$ cat src/rtl/rbuf_pkg.sv
// Package: shared constants and helpers for the ring buffer flag logic.
// Assumes: status bytes are 8 bits; bit positions below are the host contract.
package rbuf_pkg;

    localparam int STAT_W     = 8;
    localparam int S0_SYNCWAR = 0;
    localparam int S0_RDSTOP  = 1;
    localparam int S1_RDSQ    = 4;
    localparam int S1_WRSQ    = 5;
    localparam int S1_OVFL    = 6;
    localparam int S1_EMPTY   = 7;

    typedef struct packed {
        logic empty;
        logic ovfl;
        logic wrsq;
        logic rdsq;
        logic syncwar;
        logic rdstop;
    } flags_t;

    // Build status byte 0 from the flag set.
    function automatic logic [STAT_W-1:0] pack_stat0(flags_t f);
        logic [STAT_W-1:0] s;
        s = '0;
        s[S0_SYNCWAR] = f.syncwar;
        s[S0_RDSTOP]  = f.rdstop;
        return s;
    endfunction

    // Build status byte 1 from the flag set.
    function automatic logic [STAT_W-1:0] pack_stat1(flags_t f);
        logic [STAT_W-1:0] s;
        s = '0;
        s[S1_EMPTY] = f.empty;
        s[S1_OVFL]  = f.ovfl;
        s[S1_WRSQ]  = f.wrsq;
        s[S1_RDSQ]  = f.rdsq;
        return s;
    endfunction

endpackage

$ cat src/rtl/rbuf_addr_track.sv
// Module: rbuf_addr_track
// Holds the write, read and valid-end pointers of the ring and a registered
// empty flag computed from the next-state pointers, so empty never lags.
// Assumes: wr_go/rd_go are already qualified by the sequence flags;
// BUF_WORDS is at least 2 and at most 2**AW.
module rbuf_addr_track #(
    parameter int AW        = 20,
    parameter int BUF_WORDS = 1 << 20
) (
    input  logic          clk,
    input  logic          rst_n,
    input  logic          wr_go,
    input  logic          rd_go,
    input  logic          commit,
    input  logic          clr_rd,
    input  logic          clr_wr,
    output logic [AW-1:0] wa,
    output logic [AW-1:0] ra,
    output logic [AW-1:0] vwa,
    output logic          empty,
    output logic          wr_meets_rd
);

    localparam logic [AW-1:0] LAST = AW'(BUF_WORDS - 1);

    logic [AW-1:0] wa_n, ra_n, vwa_n, wa_inc, ra_inc;

    // Advance a pointer by one with wrap at the buffer end.
    function automatic logic [AW-1:0] wrap_inc(logic [AW-1:0] p);
        return (p == LAST) ? '0 : p + 1'b1;
    endfunction

    // Next-state pointers; a clear outranks movement.
    always_comb begin
        wa_inc = wrap_inc(wa);
        ra_inc = wrap_inc(ra);
        wa_n   = clr_wr ? '0 : (wr_go ? wa_inc : wa);
        vwa_n  = clr_wr ? '0 : (commit ? wa : vwa);
        ra_n   = clr_rd ? '0 : (rd_go ? ra_inc : ra);
    end

    // A real write lands the write pointer on the read pointer.
    assign wr_meets_rd = wr_go && !clr_wr && (wa_inc == ra);

    // Pointer and empty registers.
    always_ff @(posedge clk) begin
        if (!rst_n) begin
            wa    <= '0;
            ra    <= '0;
            vwa   <= '0;
            empty <= 1'b1;
        end else begin
            wa    <= wa_n;
            ra    <= ra_n;
            vwa   <= vwa_n;
            empty <= (vwa_n == ra_n);
        end
    end


    empty_tracks_ptrs_chk: assert property (@(posedge clk) disable iff (!rst_n)
        empty == (vwa == ra));


    wr_ptr_moves_chk: assert property (@(posedge clk) disable iff (!rst_n)
        (wr_go && !clr_wr) |=> (wa != $past(wa)));


    rd_clear_zero_chk: assert property (@(posedge clk) disable iff (!rst_n)
        clr_rd |=> (ra == '0));

endmodule

$ cat src/rtl/rbuf_sync_watch.sv
// Module: rbuf_sync_watch
// Counts input bytes since the last verified sync and raises the sync
// warning flag on a failed block or on a window with no sync.
// Assumes: sync_ok restarts the window; clr outranks any set.
module rbuf_sync_watch #(
    parameter int SYNC_WIN = 2352
) (
    input  logic clk,
    input  logic rst_n,
    input  logic sync_ok,
    input  logic sync_fail,
    input  logic byte_tick,
    input  logic clr,
    output logic syncwar,
    output logic sw_set
);

    localparam int CW = $clog2(SYNC_WIN);
    localparam logic [CW-1:0] LIM = CW'(SYNC_WIN - 1);

    logic [CW-1:0] cnt;
    logic          timeout;

    // Window expires on the byte that would pass the limit.
    assign timeout = byte_tick && !sync_ok && (cnt == LIM);
    assign sw_set  = (sync_fail || timeout) && !clr;

    // Byte counter within the sync window.
    always_ff @(posedge clk) begin
        if (!rst_n)            cnt <= '0;
        else if (sync_ok)      cnt <= '0;
        else if (byte_tick)    cnt <= (cnt == LIM) ? '0 : cnt + 1'b1;
    end

    // Sync warning flag, clear before set.
    always_ff @(posedge clk) begin
        if (!rst_n)       syncwar <= 1'b0;
        else if (clr)     syncwar <= 1'b0;
        else if (sw_set)  syncwar <= 1'b1;
    end


    sync_clear_chk: assert property (@(posedge clk) disable iff (!rst_n)
        clr |=> !syncwar);


    sync_cnt_bound_chk: assert property (@(posedge clk) disable iff (!rst_n)
        cnt <= LIM);

endmodule

$ cat src/rtl/rbuf_flag_core.sv
// Module: rbuf_flag_core
// Sequence flags: write-sequence, read-sequence, overflow and read-stopped.
// Every flag applies its clear conditions ahead of its set conditions.
// Assumes: ctl_* fields are valid only while ctl_wr is high.
module rbuf_flag_core (
    input  logic       clk,
    input  logic       rst_n,
    input  logic       ctl_wr,
    input  logic       wr_en,
    input  logic       rd_en,
    input  logic [1:0] cc_start,
    input  logic       master_on,
    input  logic       clr_any,
    input  logic       stat0_rd,
    input  logic       cc_match,
    input  logic       dconn_done,
    input  logic       buf_ovf,
    input  logic       syncwar,
    input  logic       sw_set,
    input  logic       empty,
    input  logic       wr_meets_rd,
    input  logic       rd_go,
    output logic       wrsq,
    output logic       rdsq,
    output logic       ovfl,
    output logic       rdstop
);

    logic ovf_clr, ovf_set, cmd_wstop, wr_stop, wr_start;
    logic rd_stop, rd_start, rs_clr, rs_set;

    // Clear and set terms for each flag.
    always_comb begin
        ovf_clr   = rd_go || clr_any;
        ovf_set   = wr_meets_rd && !ovf_clr;
        cmd_wstop = ctl_wr && (!wr_en || (|cc_start) || !master_on);
        wr_stop   = cmd_wstop || syncwar || sw_set || ovfl || ovf_set || buf_ovf;
        wr_start  = (ctl_wr && wr_en) || cc_match || dconn_done;
        rd_stop   = empty || (ctl_wr && !rd_en);
        rd_start  = ctl_wr && rd_en;
        rs_clr    = stat0_rd || clr_any;
        rs_set    = rdsq && empty;
    end

    // Overflow flag.
    always_ff @(posedge clk) begin
        if (!rst_n)        ovfl <= 1'b0;
        else if (ovf_clr)  ovfl <= 1'b0;
        else if (ovf_set)  ovfl <= 1'b1;
    end

    // Write-sequence flag.
    always_ff @(posedge clk) begin
        if (!rst_n)         wrsq <= 1'b0;
        else if (wr_stop)   wrsq <= 1'b0;
        else if (wr_start)  wrsq <= 1'b1;
    end

    // Read-sequence flag.
    always_ff @(posedge clk) begin
        if (!rst_n)         rdsq <= 1'b0;
        else if (rd_stop)   rdsq <= 1'b0;
        else if (rd_start)  rdsq <= 1'b1;
    end

    // Read-stopped flag.
    always_ff @(posedge clk) begin
        if (!rst_n)        rdstop <= 1'b0;
        else if (rs_clr)   rdstop <= 1'b0;
        else if (rs_set)   rdstop <= 1'b1;
    end


    ovfl_stops_write_chk: assert property (@(posedge clk) disable iff (!rst_n)
        ovfl |=> !wrsq);


    no_overflow_on_clear_chk: assert property (@(posedge clk) disable iff (!rst_n)
        clr_any |=> !ovfl);


    rdsq_rise_cause_chk: assert property (@(posedge clk) disable iff (!rst_n)
        $rose(rdsq) |-> $past(ctl_wr && rd_en && !empty));


    rdstop_rise_cause_chk: assert property (@(posedge clk) disable iff (!rst_n)
        $rose(rdstop) |-> $past(rdsq && empty));

endmodule

$ cat src/rtl/rbuf_seq_flags.sv
// Module: rbuf_seq_flags (top)
// Ring buffer sequencer status flags: qualifies word movement with the
// sequence flags, ties pointer, sync and flag logic together and packs
// the two host status bytes.
// Assumes: single clock domain, synchronous active-low reset.
module rbuf_seq_flags
    import rbuf_pkg::*;
#(
    parameter int AW        = 20,
    parameter int BUF_WORDS = 1 << 20,
    parameter int SYNC_WIN  = 2352
) (
    input  logic              clk,
    input  logic              rst_n,
    input  logic              ctl_wr,
    input  logic              ctl_wr_en,
    input  logic              ctl_rd_en,
    input  logic [1:0]        ctl_cc_start,
    input  logic              ctl_master_on,
    input  logic              clr_rd_addr,
    input  logic              clr_wr_addr,
    input  logic              stat0_rd,
    input  logic              cc_match,
    input  logic              dconn_done,
    input  logic              buf_ovf,
    input  logic              sync_ok,
    input  logic              sync_fail,
    input  logic              byte_tick,
    input  logic              wr_word,
    input  logic              rd_word,
    output logic [STAT_W-1:0] stat0,
    output logic [STAT_W-1:0] stat1,
    output logic [AW-1:0]     wr_addr,
    output logic [AW-1:0]     rd_addr,
    output logic [AW-1:0]     vend_addr
);

    logic   wrsq, rdsq, ovfl, rdstop, syncwar, sw_set, empty;
    logic   wr_go, rd_go, wr_meets_rd, clr_any, sw_clr;
    flags_t flags;

    // Word movement only while the matching sequence runs.
    assign wr_go   = wr_word && wrsq;
    assign rd_go   = rd_word && rdsq && !empty;
    assign clr_any = clr_rd_addr || clr_wr_addr;
    assign sw_clr  = stat0_rd || clr_any;

    rbuf_addr_track #(.AW(AW), .BUF_WORDS(BUF_WORDS)) addr_i (
        .clk         (clk),
        .rst_n       (rst_n),
        .wr_go       (wr_go),
        .rd_go       (rd_go),
        .commit      (sync_ok),
        .clr_rd      (clr_rd_addr),
        .clr_wr      (clr_wr_addr),
        .wa          (wr_addr),
        .ra          (rd_addr),
        .vwa         (vend_addr),
        .empty       (empty),
        .wr_meets_rd (wr_meets_rd)
    );

    rbuf_sync_watch #(.SYNC_WIN(SYNC_WIN)) sync_i (
        .clk       (clk),
        .rst_n     (rst_n),
        .sync_ok   (sync_ok),
        .sync_fail (sync_fail),
        .byte_tick (byte_tick),
        .clr       (sw_clr),
        .syncwar   (syncwar),
        .sw_set    (sw_set)
    );

    rbuf_flag_core core_i (
        .clk         (clk),
        .rst_n       (rst_n),
        .ctl_wr      (ctl_wr),
        .wr_en       (ctl_wr_en),
        .rd_en       (ctl_rd_en),
        .cc_start    (ctl_cc_start),
        .master_on   (ctl_master_on),
        .clr_any     (clr_any),
        .stat0_rd    (stat0_rd),
        .cc_match    (cc_match),
        .dconn_done  (dconn_done),
        .buf_ovf     (buf_ovf),
        .syncwar     (syncwar),
        .sw_set      (sw_set),
        .empty       (empty),
        .wr_meets_rd (wr_meets_rd),
        .rd_go       (rd_go),
        .wrsq        (wrsq),
        .rdsq        (rdsq),
        .ovfl        (ovfl),
        .rdstop      (rdstop)
    );

    // Gather the flags and pack the host status bytes.
    always_comb begin
        flags.empty   = empty;
        flags.ovfl    = ovfl;
        flags.wrsq    = wrsq;
        flags.rdsq    = rdsq;
        flags.syncwar = syncwar;
        flags.rdstop  = rdstop;
        stat0 = pack_stat0(flags);
        stat1 = pack_stat1(flags);
    end


    ovfl_needs_write_chk: assert property (@(posedge clk) disable iff (!rst_n)
        $rose(ovfl) |-> $past(wr_word && wrsq));


    stat_unused_zero_chk: assert property (@(posedge clk) disable iff (!rst_n)
        (stat0[7:2] == '0) && (stat1[3:0] == '0));

endmodule

$ cat config.mk
export PLATFORM = sky130hd
export DESIGN_NAME = rbuf_seq_flags
export DESIGN_NICKNAME = d
export VERILOG_FILES = /design/src/rtl/rbuf_pkg.sv /design/src/rtl/rbuf_addr_track.sv /design/src/rtl/rbuf_sync_watch.sv /design/src/rtl/rbuf_flag_core.sv /design/src/rtl/rbuf_seq_flags.sv
export SDC_FILE = /design/constraint.sdc
export NUM_CORES = 1
export LEC_CHECK = 0
export CAP_MARGIN = 20
export CORE_AREA = 2 2 101 103
export CTS_CLUSTER_SIZE = 14
export DETAILED_ROUTE_END_ITERATION = 8
export DIE_AREA = 0 0 103 105
export DONT_BUFFER_PORTS = 1
export GPL_ROUTABILITY_DRIVEN = 0
export GPL_TIMING_DRIVEN = 0
export PLACE_DENSITY = 0.75
export SLEW_MARGIN = 5
export SYNTH_ARGS = -nofsm -noshare
export SYNTH_HDL_FRONTEND = slang
export SYNTH_SLANG_ARGS = --single-unit
$ cat constraint.sdc
create_clock -name clk -period 7.35 [get_ports clk]
set_input_delay 0 -clock clk [delete_from_list [all_inputs] [get_ports clk]]
set_output_delay 0 -clock clk [all_outputs]
set_load 0.05 [all_outputs]
==> results of run 1 <==
## power by group through the flow
stage | Combinational (mW) | Clock (mW) | Sequential, mW
after floorplan | 0.0417 | 0 | 0.434
after global placement | 0.0502 | 0 | 0.435
after detailed placement | 0.0507 | 0 | 0.435
after CTS | 0.0551 | 0.355 | 0.425
after global routing | 0.0592 | 0.372 | 0.425
final | 0.0563 | 0.357 | 0.425
## sequential cells by signal (all words and copies together), names as in the netlist
name and count:
addr_i.empty 1, addr_i.ra 20, addr_i.vwa 20, addr_i.wa 20, core_i.ovfl 1, core_i.rdsq 1
core_i.rdstop 1, core_i.wrsq 1, sync_i.cnt 12, sync_i.syncwar 1
## cell usage after synthesis (3+ instances only)
master	instances
o22ai_1	3
nor2_1	92
nor4_1	4
xor2_1	32
nand3_1	25
clkbuf_1	22
mux2i_1	29
nor4_4	3
nor3_1	29
a31oi_1	4
and2_1	4
xnor2_1	32
or3_1	11
a21oi_1	35
o21a_1	3
and4_1	4
nand4b_1	4
a221oi_1	3
nor2b_1	4
nor3b_1	3
buf_4	16
buf_2	13
o21ai_0	25
ha_1	3
nand3b_1	4
and3_1	14
nand4_1	11
dfxtp_1	78
or4_1	3
nand2_1	39
inv_1	9
nor4_2	3
## layout by cell type, fill, tap and decap left out, types with 4 or more instances in the layout
| master | Yosys | final |
|---|---|---|
| nand3b_1 | 4 | 4 |
| nand4_1 | 11 | 11 |
| nor2b_1 | 4 | 4 |
| a21oi_1 | 35 | 35 |
| inv_1 | 9 | 9 |
| nand4b_1 | 4 | 4 |
| clkbuf_8 | 0 | 9 |
| o21ai_0 | 25 | 25 |
| buf_2 | 13 | 13 |
| a31oi_1 | 4 | 4 |
| xor2_1 | 32 | 32 |
| conb_1 | 1 | 10 |
| dlygate4sd3_1 | 0 | 10 |
| clkbuf_1 | 22 | 23 |
| nor4_1 | 4 | 4 |
| or3_1 | 11 | 11 |
| and3_1 | 14 | 14 |
| nand2_1 | 39 | 39 |
| mux2i_1 | 29 | 29 |
| dfxtp_1 | 78 | 78 |
| buf_4 | 16 | 16 |
| and4_1 | 4 | 4 |
| nor2_1 | 92 | 92 |
| xnor2_1 | 32 | 32 |
| nor3_1 | 29 | 29 |
| and2_1 | 4 | 4 |
| nand3_1 | 25 | 25 |
## layout make-up
type,instances,share of cell area
clock inverters,6,0.0157
multi-input cells,482,0.569
well taps,133,0.0303
clock buffers,10,0.0232
flip-flops and latches,78,0.284
plain buffers,54,0.0535
repair buffers,10,0.0182
inverters,9,0.00614
## per-stage QoR
step,cells,power (mW)
after floorplan,623,0.476
after global placement,756,0.485
after detailed placement,756,0.486
after CTS,782,0.835
after global routing,782,0.857
final,782,0.839
## worst min path at each step
stage / from / end / slack (ns) / cells after the start
global placement: rst_n / addr_i.empty / 0.07 / 1
finish: wr_word / addr_i.wa[10] / 0.01 / 4
detailed placement: rst_n / addr_i.empty / 0.07 / 1
global route: wr_word / addr_i.wa[10] / 0.04 / 4
floorplan: rst_n / addr_i.empty / 0.06 / 1
CTS: wr_word / addr_i.wa[10] / 0.009 / 4
## layer usage
layer	part of all wire	vias up	GRT usage
met4	0.030	0	0.102
met2	0.46	280	0.436
met3	0.11	41	0.0669
met5	0	-	0
li1	-	2224	-
met1	0.40	2251	0.350
## repair_timing
action	in CTS	in global routing
buffers inserted	0	0
hold buffers	10	0
endpoints found under the setup margin	0	0
gates resized for setup	0	0
endpoints found under the hold margin	21	0
## worst register-to-register path, delay by kind of cell, from the launching register on
kind            cells  cell delay, ns
simple gates        3            1.18
compound gates      3            0.91
buf+inv             2            0.85
flops               1            0.67
xor+xnor            2            0.37
## kinds of logic after synthesis
kind of cell,Yosys count,synth area share
DFF,78,0.313
adders and majority gates,3,0.00753
xor gates and xnor gates,66,0.122
muxes,30,0.0605
buffers and inverters,63,0.0658
and+or+nand+nor,270,0.292
AOI/OAI and AO/OA,103,0.139
other,1,0.000752
==> impl_metrics.ini, run 1 <==
[status]
status = complete, no violations

[routing]
drt-pass1-iter-count = 7
routed_wl_um = 14900
ant_nets = 0
remaining_drc_errors = 0
wl_per_cell_um = 19.0
vias_per_cell = 6.13
vias = 4796
drt-initial-drc-count = 488

[place]
pre_cts_slack_ns = 3.78
portBuffers = 0
dp_hpwl_um = 11000
placed_cell_area_sq_mm = 0.00518

[clock_network]
cts_tree = done
path_clk_slew_ns = 0.08
cts_made_buffers = 9
cts_buffer_depth = 2
clock_latency_ns = 0.36
cts.sinks = 78
cts_root_buffer = clkbuf_8
htreeDepth = 3

[setup_path]
cp.depth = 10
cp_top_family = simple AND/OR/NAND/NOR gates
cp_slowest_cell = dfxtp_1
start_kind = register
crit_buf_inv = 2
worstPathArrival_ns = 4.33
worst-path-max-fanout = 9
end_kind = register
cpPeakStageDelay_ns = 0.67
crit_path_start = addr_i.wa[0]
reg2reg_slack_ns = 3.27
crit_path_cell_trace = buf_2 -> nand4_1 -> or4_1 -> xor2_1 -> xnor2_1 -> o32a_1 -> a221oi_1 -> a41oi_1 -> and3_1 -> dlygate4sd3_1
r2r-end = core_i.wrsq
critical_path.endpoint = core_i.wrsq
critical_path_class = register to register
reg2reg_depth = 10
critPathRequiredTime_ns = 7.60
r2r-start = addr_i.wa[0]

[sta]
relSlewSlack = 0.411
finalCriticalPeriod_ns = 4.08
slew_violations = 0
rsz0062_at_grt = false
setup_tns_ns = 0
fmax_mhz = 245
finalHoldViolations = 0
setup_violations = 0
holdWs_ns = 0.0145
worst_slew_pin_slew_ns = 0.883
setup_ws_ns = 3.27
finClkSkew_ns = 0.00832
min_period_over_period = 0.555

[power_and_ir_drop]
powerDensity_mw_per_mm2 = 153
internal_power_uw = 631
p_sw_frac = 0.247
p_seq_frac = 0.507
p_switching_uw = 208
p_clk_frac = 0.426
combPwrFrac = 0.067
p_leak_nw = 2.04
max-vdd-ir-drop_uv = 92.2

[layout]
n_antenna_cell = 0
area_growth_pct = 10.3
fill_cells = 897
final_area_sq_mm = 0.00550
final-seq-area_sq_mm = 0.00156
multiInputGateArea_sq_mm = 0.00313
drive_above_1_share = 0.105
finish.utilization = 0.570
nets = 666

[synthesis]
avgSynthCellArea_sq_um = 8.12
syn-cell-area_sq_mm = 0.00498
synth_top_cell_area_share = 0.313
async_reset_ff_frac = 0
synthCells = 614
synth-edff-count = 0
yosysUniqueCellTypes = 72
synth_area_leaders = dfxtp_1 (31%), nor2_1 (6.9%), mux2i_1 (5.8%)
synth_ff_type = dfxtp_1
yosys_warnings = 0
synth-seq-cells = 78
seq_area_frac_synth = 0.313
synth_area_leader_cell = dfxtp_1

[grt]
grt_pass1_wl_um = 22900
grt_max_degree = 14
grt_usage = 0.272
overflow = 0
antenna_found_initial = 0
grt_pass1_vias = 4447

[flow_run]
maxCapViolations = 0

[floorplan]
die_h_um = 105
die_x_um = 103
boundaryPins = 95
rows = 36
start_util = 0.517
dieArea_sq_mm = 0.0108
core_sq_mm = 0.00964

[hold_path]
hold_path.class = input port to register
No activity file was read; power rests on OpenSTA's default activity.
==> run 2: changes to the inputs <==
Settings changed: ABC_AREA set to 1.
Clock period 7.35 ns to 4.2 ns, I/O delays scaled along.
==> run 2 against run 1 <==
Effect of this change: power up 99%; fmax up 47%; sequential share of layout area down 0.29 points; global-route usage up 1.3 points; routed wire length up 1.2%; hold slack better by 0.021 ns; critical path depth up 3; via count up 11%; non-clock buffer count down 13.
==> impl_metrics.ini, run 2 <==
[layout]
layout_common_cells = nand2_1 (186), nor2_1 (153), inv_1 (83)
final_common_cell = nand2_1
area_growth_pct = 11.9
reg_top3 = addr_i.ra: 20 flops, addr_i.vwa: 20 flops, addr_i.wa: 20 flops
drive_above_1_share = 0.0883
nets = 856
fill_cells = 955
finish.utilization = 0.576
finalNonFillerCells = 971
n_antenna_cell = 0

[setup_path]
worstPathArrival_ns = 3.04
reg2reg_depth = 13
reg2reg_slack_ns = 1.42
cp_slowest_cell = dfxtp_1
r2r-start = addr_i.wa[1]
start_kind = register
cp.depth = 13
crit_path_cell_trace = ha_1 -> nand3_4 -> nor2_4 -> nand3_4 -> buf_6 -> nand3_1 -> nand2_1 -> nor2_1 -> nand3_1 -> nor2_1 -> nand3_2 -> nand3_1 -> inv_1
cpPeakStageDelay_ns = 0.79
end_kind = register
worst-path-max-fanout = 10
critPathRequiredTime_ns = 4.47
r2r-end = core_i.wrsq
critical_path_class = register to register
crit_buf_inv = 2
cp_common_cell = nand3_1
cp_top_family = simple AND/OR/NAND/NOR gates

[hold_path]
holdCritStartpoint = wr_word
min_to = addr_i.wa[14]
hold_path.class = input port to register
hold_depth = 3

[place]
dp_hpwl_um = 11500
place_inst = 943
portBuffers = 0

[clock_network]
cts_root_buffer = clkbuf_8
cts_made_buffers = 9
htreeDepth = 3
path_clk_slew_ns = 0.08
cts.sinks = 78
cts_buffer_depth = 2
clock_latency_ns = 0.37
cts_tree = done
cts_resized = 0

[synthesis]
avgSynthCellArea_sq_um = 6.21
async_reset_ff_frac = 0
yosysMostFrequentCell = nand2_1
synth_ff_type = dfxtp_1
synth_area_leader_cell = dfxtp_1
synth_area_leaders = dfxtp_1 (31%), nand2_1 (14%), nor2_1 (12%)
yosys.area_share.simple = 0.436
synth_commonest_cells = nand2_1 (186), nor2_1 (153), inv_1 (83)
synthAdderAreaFrac = 0.00756
syn-cell-area_sq_mm = 0.00496
synth-seq-cells = 78
synth_compound_area_frac = 0.0932
seq_area_frac_synth = 0.315
synthCells = 800
synth_mux_area_frac = 0
yosysUniqueCellTypes = 41
synth_top_cell_area_share = 0.315
synth_top_family_by_area = simple AND/OR/NAND/NOR gates
synth-edff-count = 0
synthXorXnorAreaFrac = 0.0353
yosys_warnings = 0

[floorplan]
die_h_um = 105
boundaryPins = 95
rows = 36
die_x_um = 103
dieArea_sq_mm = 0.0108
core_sq_mm = 0.00964
start_util = 0.515

[power_and_ir_drop]
design_power_total_mw = 1.67
p_leak_nw = 2.18
powerDensity_mw_per_mm2 = 301
max-vdd-ir-drop_uv = 195

[grt]
grt-busiest-layer = met2
grt_pass1_vias = 4855
antenna_found_initial = 0
grt_max_degree = 13
use_met2 = 0.441
grt_pass1_wl_um = 24000
use_met3 = 0.0542
grt_usage = 0.285
overflow = 0
use_met1 = 0.381

[sta]
fmax_mhz = 360
worst_slew_pin_slew_ns = 0.872
finalHoldViolations = 0
setup_violations = 0
min_period_over_period = 0.661
finClkSkew_ns = 0.00914
holdWs_ns = 0.0354
slew_violations = 0
rsz0062_at_grt = false
finalCriticalPeriod_ns = 2.78
setup_tns_ns = 0
relSlewSlack = 0.411

[routing]
drt-pass1-iter-count = 5
drt-initial-drc-count = 428
wl_per_cell_um = 15.5
ant_nets = 0
vias_per_cell = 5.48
remaining_drc_errors = 0
vias = 5317
routed_wl_um = 15100

[flow_run]
maxCapViolations = 0

[status]
status = complete, no violations
[run 2: worst register-to-register path: cells and delay by family, from the launching register on]
kind                     cells  cell delay (ns)
adder cells (fa/ha/maj)      1             0.47
buffers and inverters        2             0.22
flip-flops                   1             0.79
AND/OR/NAND/NOR             10             1.22
[run 2: metal layers]
metal | up-vias | wire length (um)
met5 | - | 0
met4 | 0 | 615
met3 | 49 | 1360
met2 | 273 | 6680
met1 | 2378 | 6410
li1 | 2617 | -
[run 2: logic make-up after synthesis]
| family | Yosys count |
|---|---|
| and+or+nand+nor | 490 |
| adders and majority gates | 3 |
| buffers and inverters | 124 |
| AOI/OAI and AO/OA | 84 |
| DFF | 78 |
| other | 1 |
| xor gates and xnor gates | 20 |
[run 2: stage by stage]
step	area (sq um)	worst slack (ns)
final	5560	1.42
after global routing	5560	1.25
after CTS	5560	1.44
after detailed placement	5170	1.48
after global placement	5160	1.50
after floorplan	5000	1.93
[run 2: worst max path at each step]
stage | startpoint | end | slack (ns)
after global placement | addr_i.wa[1] | core_i.wrsq | 1.50
after global routing | addr_i.wa[0] | core_i.wrsq | 1.25
after CTS | addr_i.wa[1] | core_i.wrsq | 1.44
after detailed placement | addr_i.wa[1] | core_i.wrsq | 1.48
after floorplan | addr_i.wa[1] | core_i.wrsq | 1.93
final | addr_i.wa[1] | core_i.wrsq | 1.42
[run 2: final cells by class]
class | instances | area [sq um] | share of cell area
multi-input combinational | 607 | 2880 | 0.518
tap | 133 | 166 | 0.0300
clock buffer | 12 | 165 | 0.0297
buffer | 37 | 230 | 0.0414
inverter | 87 | 327 | 0.0588
clock inverter | 3 | 90.1 | 0.0162
timing repair buffer | 14 | 135 | 0.0243
sequential | 78 | 1560 | 0.281
[run 2: report_power, final]
part	internal, mW	switching [mW]
clock	0.440	0.280
combinational	0.0501	0.108
sequential	0.750	0.0430
total	1.24	0.430
[run 2: timing repair]
item / in CTS / in global routing
hold endpoints to repair: 21 / 0
setup buffers: 0 / 0
hold buffers: 13 / 0
==> run 3: changes to the inputs <==
Settings changed: ABC_AREA 1 to 0.
Clock period 4.2 ns to 2.6 ns, I/O delays scaled along.
==> run 3 against run 2 <==
Effect of this change: the flow now finishes with violations (negative setup slack); first-iteration DRC count grew 13%; cell count shrank 17%; global-route usage shrank 0.21 points; utilization grew 4.3 points; count of clock-buffer cells in the layout shrank 2; critical path depth shrank 4; highest routed layer unchanged.
==> impl_metrics.ini, run 3 (same netlist as run 1, synthesis figures left out) <==
[floorplan]
boundaryPins = 95
rows = 36
dieArea_sq_mm = 0.0108
start_util = 0.517
die_h_um = 105
core_sq_mm = 0.00964
die_x_um = 103

[sta]
rsz0062_at_grt = true
finClkSkew_ns = 0.0139
setup_tns_ns = -0.554
fmax_mhz = 356
setup_ws_ns = -0.208
relSlewSlack = 0.484
slew_violations = 0
finalCriticalPeriod_ns = 2.81
finalHoldViolations = 0
min_period_over_period = 1.08
setup_violations = 3
worst_slew_pin_slew_ns = 0.773

[setup_path]
critPathRequiredTime_ns = 2.85
worst-path-max-fanout = 8
start_kind = register
worstPathArrival_ns = 3.06
critical_path_class = register to register
reg2reg_slack_ns = -0.21
end_kind = register

[layout]
finish.utilization = 0.619
area_growth_pct = 19.8
reg_top3 = addr_i.ra: 20 flops, addr_i.vwa: 20 flops, addr_i.wa: 20 flops
layout_common_cells = nor2_1 (92), buf_4 (44), dfxtp_1 (44)
final_common_cell = nor2_1
drive_above_1_share = 0.226
nets = 691
fill_cells = 861

[hold_path]
hold_path.class = input port to register

[clock_network]
path_clk_slew_ns = 0.09
cts_root_buffer = clkbuf_8
cts_made_buffers = 9
cts.sinks = 78
htreeDepth = 3
clock_latency_ns = 0.36
cts_buffer_depth = 2
cts_tree = done

[routing]
wl_per_cell_um = 19.4
routed_wl_um = 15600
drt-initial-drc-count = 482
drt-pass1-iter-count = 8
vias_per_cell = 6.15
ant_nets = 0
remaining_drc_errors = 0
vias = 4973

[grt]
grt_pass1_vias = 4514
grt_max_degree = 15
grt_pass1_wl_um = 23800
overflow = 0
grt_usage = 0.283
antenna_found_initial = 1

[place]
dp_hpwl_um = 11100
portBuffers = 0

[status]
status = complete, but fails checks
violations = negative setup slack

[power_and_ir_drop]
p_leak_nw = 2.24
powerDensity_mw_per_mm2 = 373
max-vdd-ir-drop_uv = 216

[flow_run]
maxCapViolations = 0
run 3: cell count changes in the layout (fill, tap and decap cells not counted), moves of 24 or more:
cell / before / now
nand3_1: 57 / 22
inv_1: 83 / 9
xnor2_1: 3 / 32
nand2_1: 186 / 38
nor2_1: 153 / 92
mux2i_1: 0 / 29
dfxtp_4: 0 / 24
buf_4: 17 / 44
dfxtp_1: 78 / 44
run 3: per-stage QoR:
step           area (sq um)  std cells  hold slack [ns]  power [mW]  setup slack, ns
2_1_floorplan          5140        623           0.0557        1.33         0.000817
3_3_place_gp           5310        756           0.0725        1.36           -0.626
3_5_place_dp           5310        756           0.0683        1.36           -0.647
4_1_cts                5830        795           0.0148        2.22           -0.133
5_1_grt                5970        808           0.0523        2.29           -0.298
6_report               5970        808           0.0292        2.23           -0.208
run 3: power by group:
part	internal (mW)	total [mW]	switching, mW
clock	0.379	0.882	0.503
sequential	1.17	1.18	0.00534
combinational	0.0551	0.169	0.114
total	1.61	2.23	0.622
run 3: worst paths after layout:
path                 startpoint             to  cells past startpoint
setup / recovery   addr_i.wa[1]    core_i.wrsq                      9
setup reg to reg   addr_i.wa[1]    core_i.wrsq                      9
hold reg to reg   core_i.rdstop  core_i.rdstop                      2
hold / removal          wr_word  addr_i.wa[10]                      4
run 3: worst max-delay path, cell delays in order, from the launching register on:
cell	delay (ns)
dfxtp_4	0.51
ha_4	0.21
nand3_1	0.22
nor2_1	0.27
and3_2	0.30
a2bb2oi_1	0.09
a211o_1	0.32
a221oi_2	0.34
a41oi_2	0.23
and3_1	0.20
run 3: area by class of cell:
type,count,area [sq um],area share
Clock buffer,10,138,0.0231
Sequential cell,78,1660,0.279
Buffer,54,367,0.0614
Inverter,9,33.8,0.00566
Tap cell,133,166,0.0279
Antenna cell,1,2.50,0.000419
Timing Repair Buffer,35,289,0.0484
Multi-Input combinational cell,482,3260,0.547
Clock inverter,6,45.0,0.00755
run 3: repair_timing:
item	4_1_cts	5_1_grt
resized for setup	45	17
buffers inserted	14	12
endpoints found under the setup margin	21	13
hold endpoints to repair	21	0
pin swaps	10	8
hold buffers	9	0
run 3: per-layer routing:
| metal | vias up | track usage | wire length [um] |
|---|---|---|---|
| met3 | 65 | 0.0843 | 1860 |
| li1 | 2269 | - | - |
| met2 | 323 | 0.447 | 7210 |
| met4 | 0 | 0.118 | 631 |
| met5 | - | 0 | 0 |
| met1 | 2316 | 0.354 | 5940 |
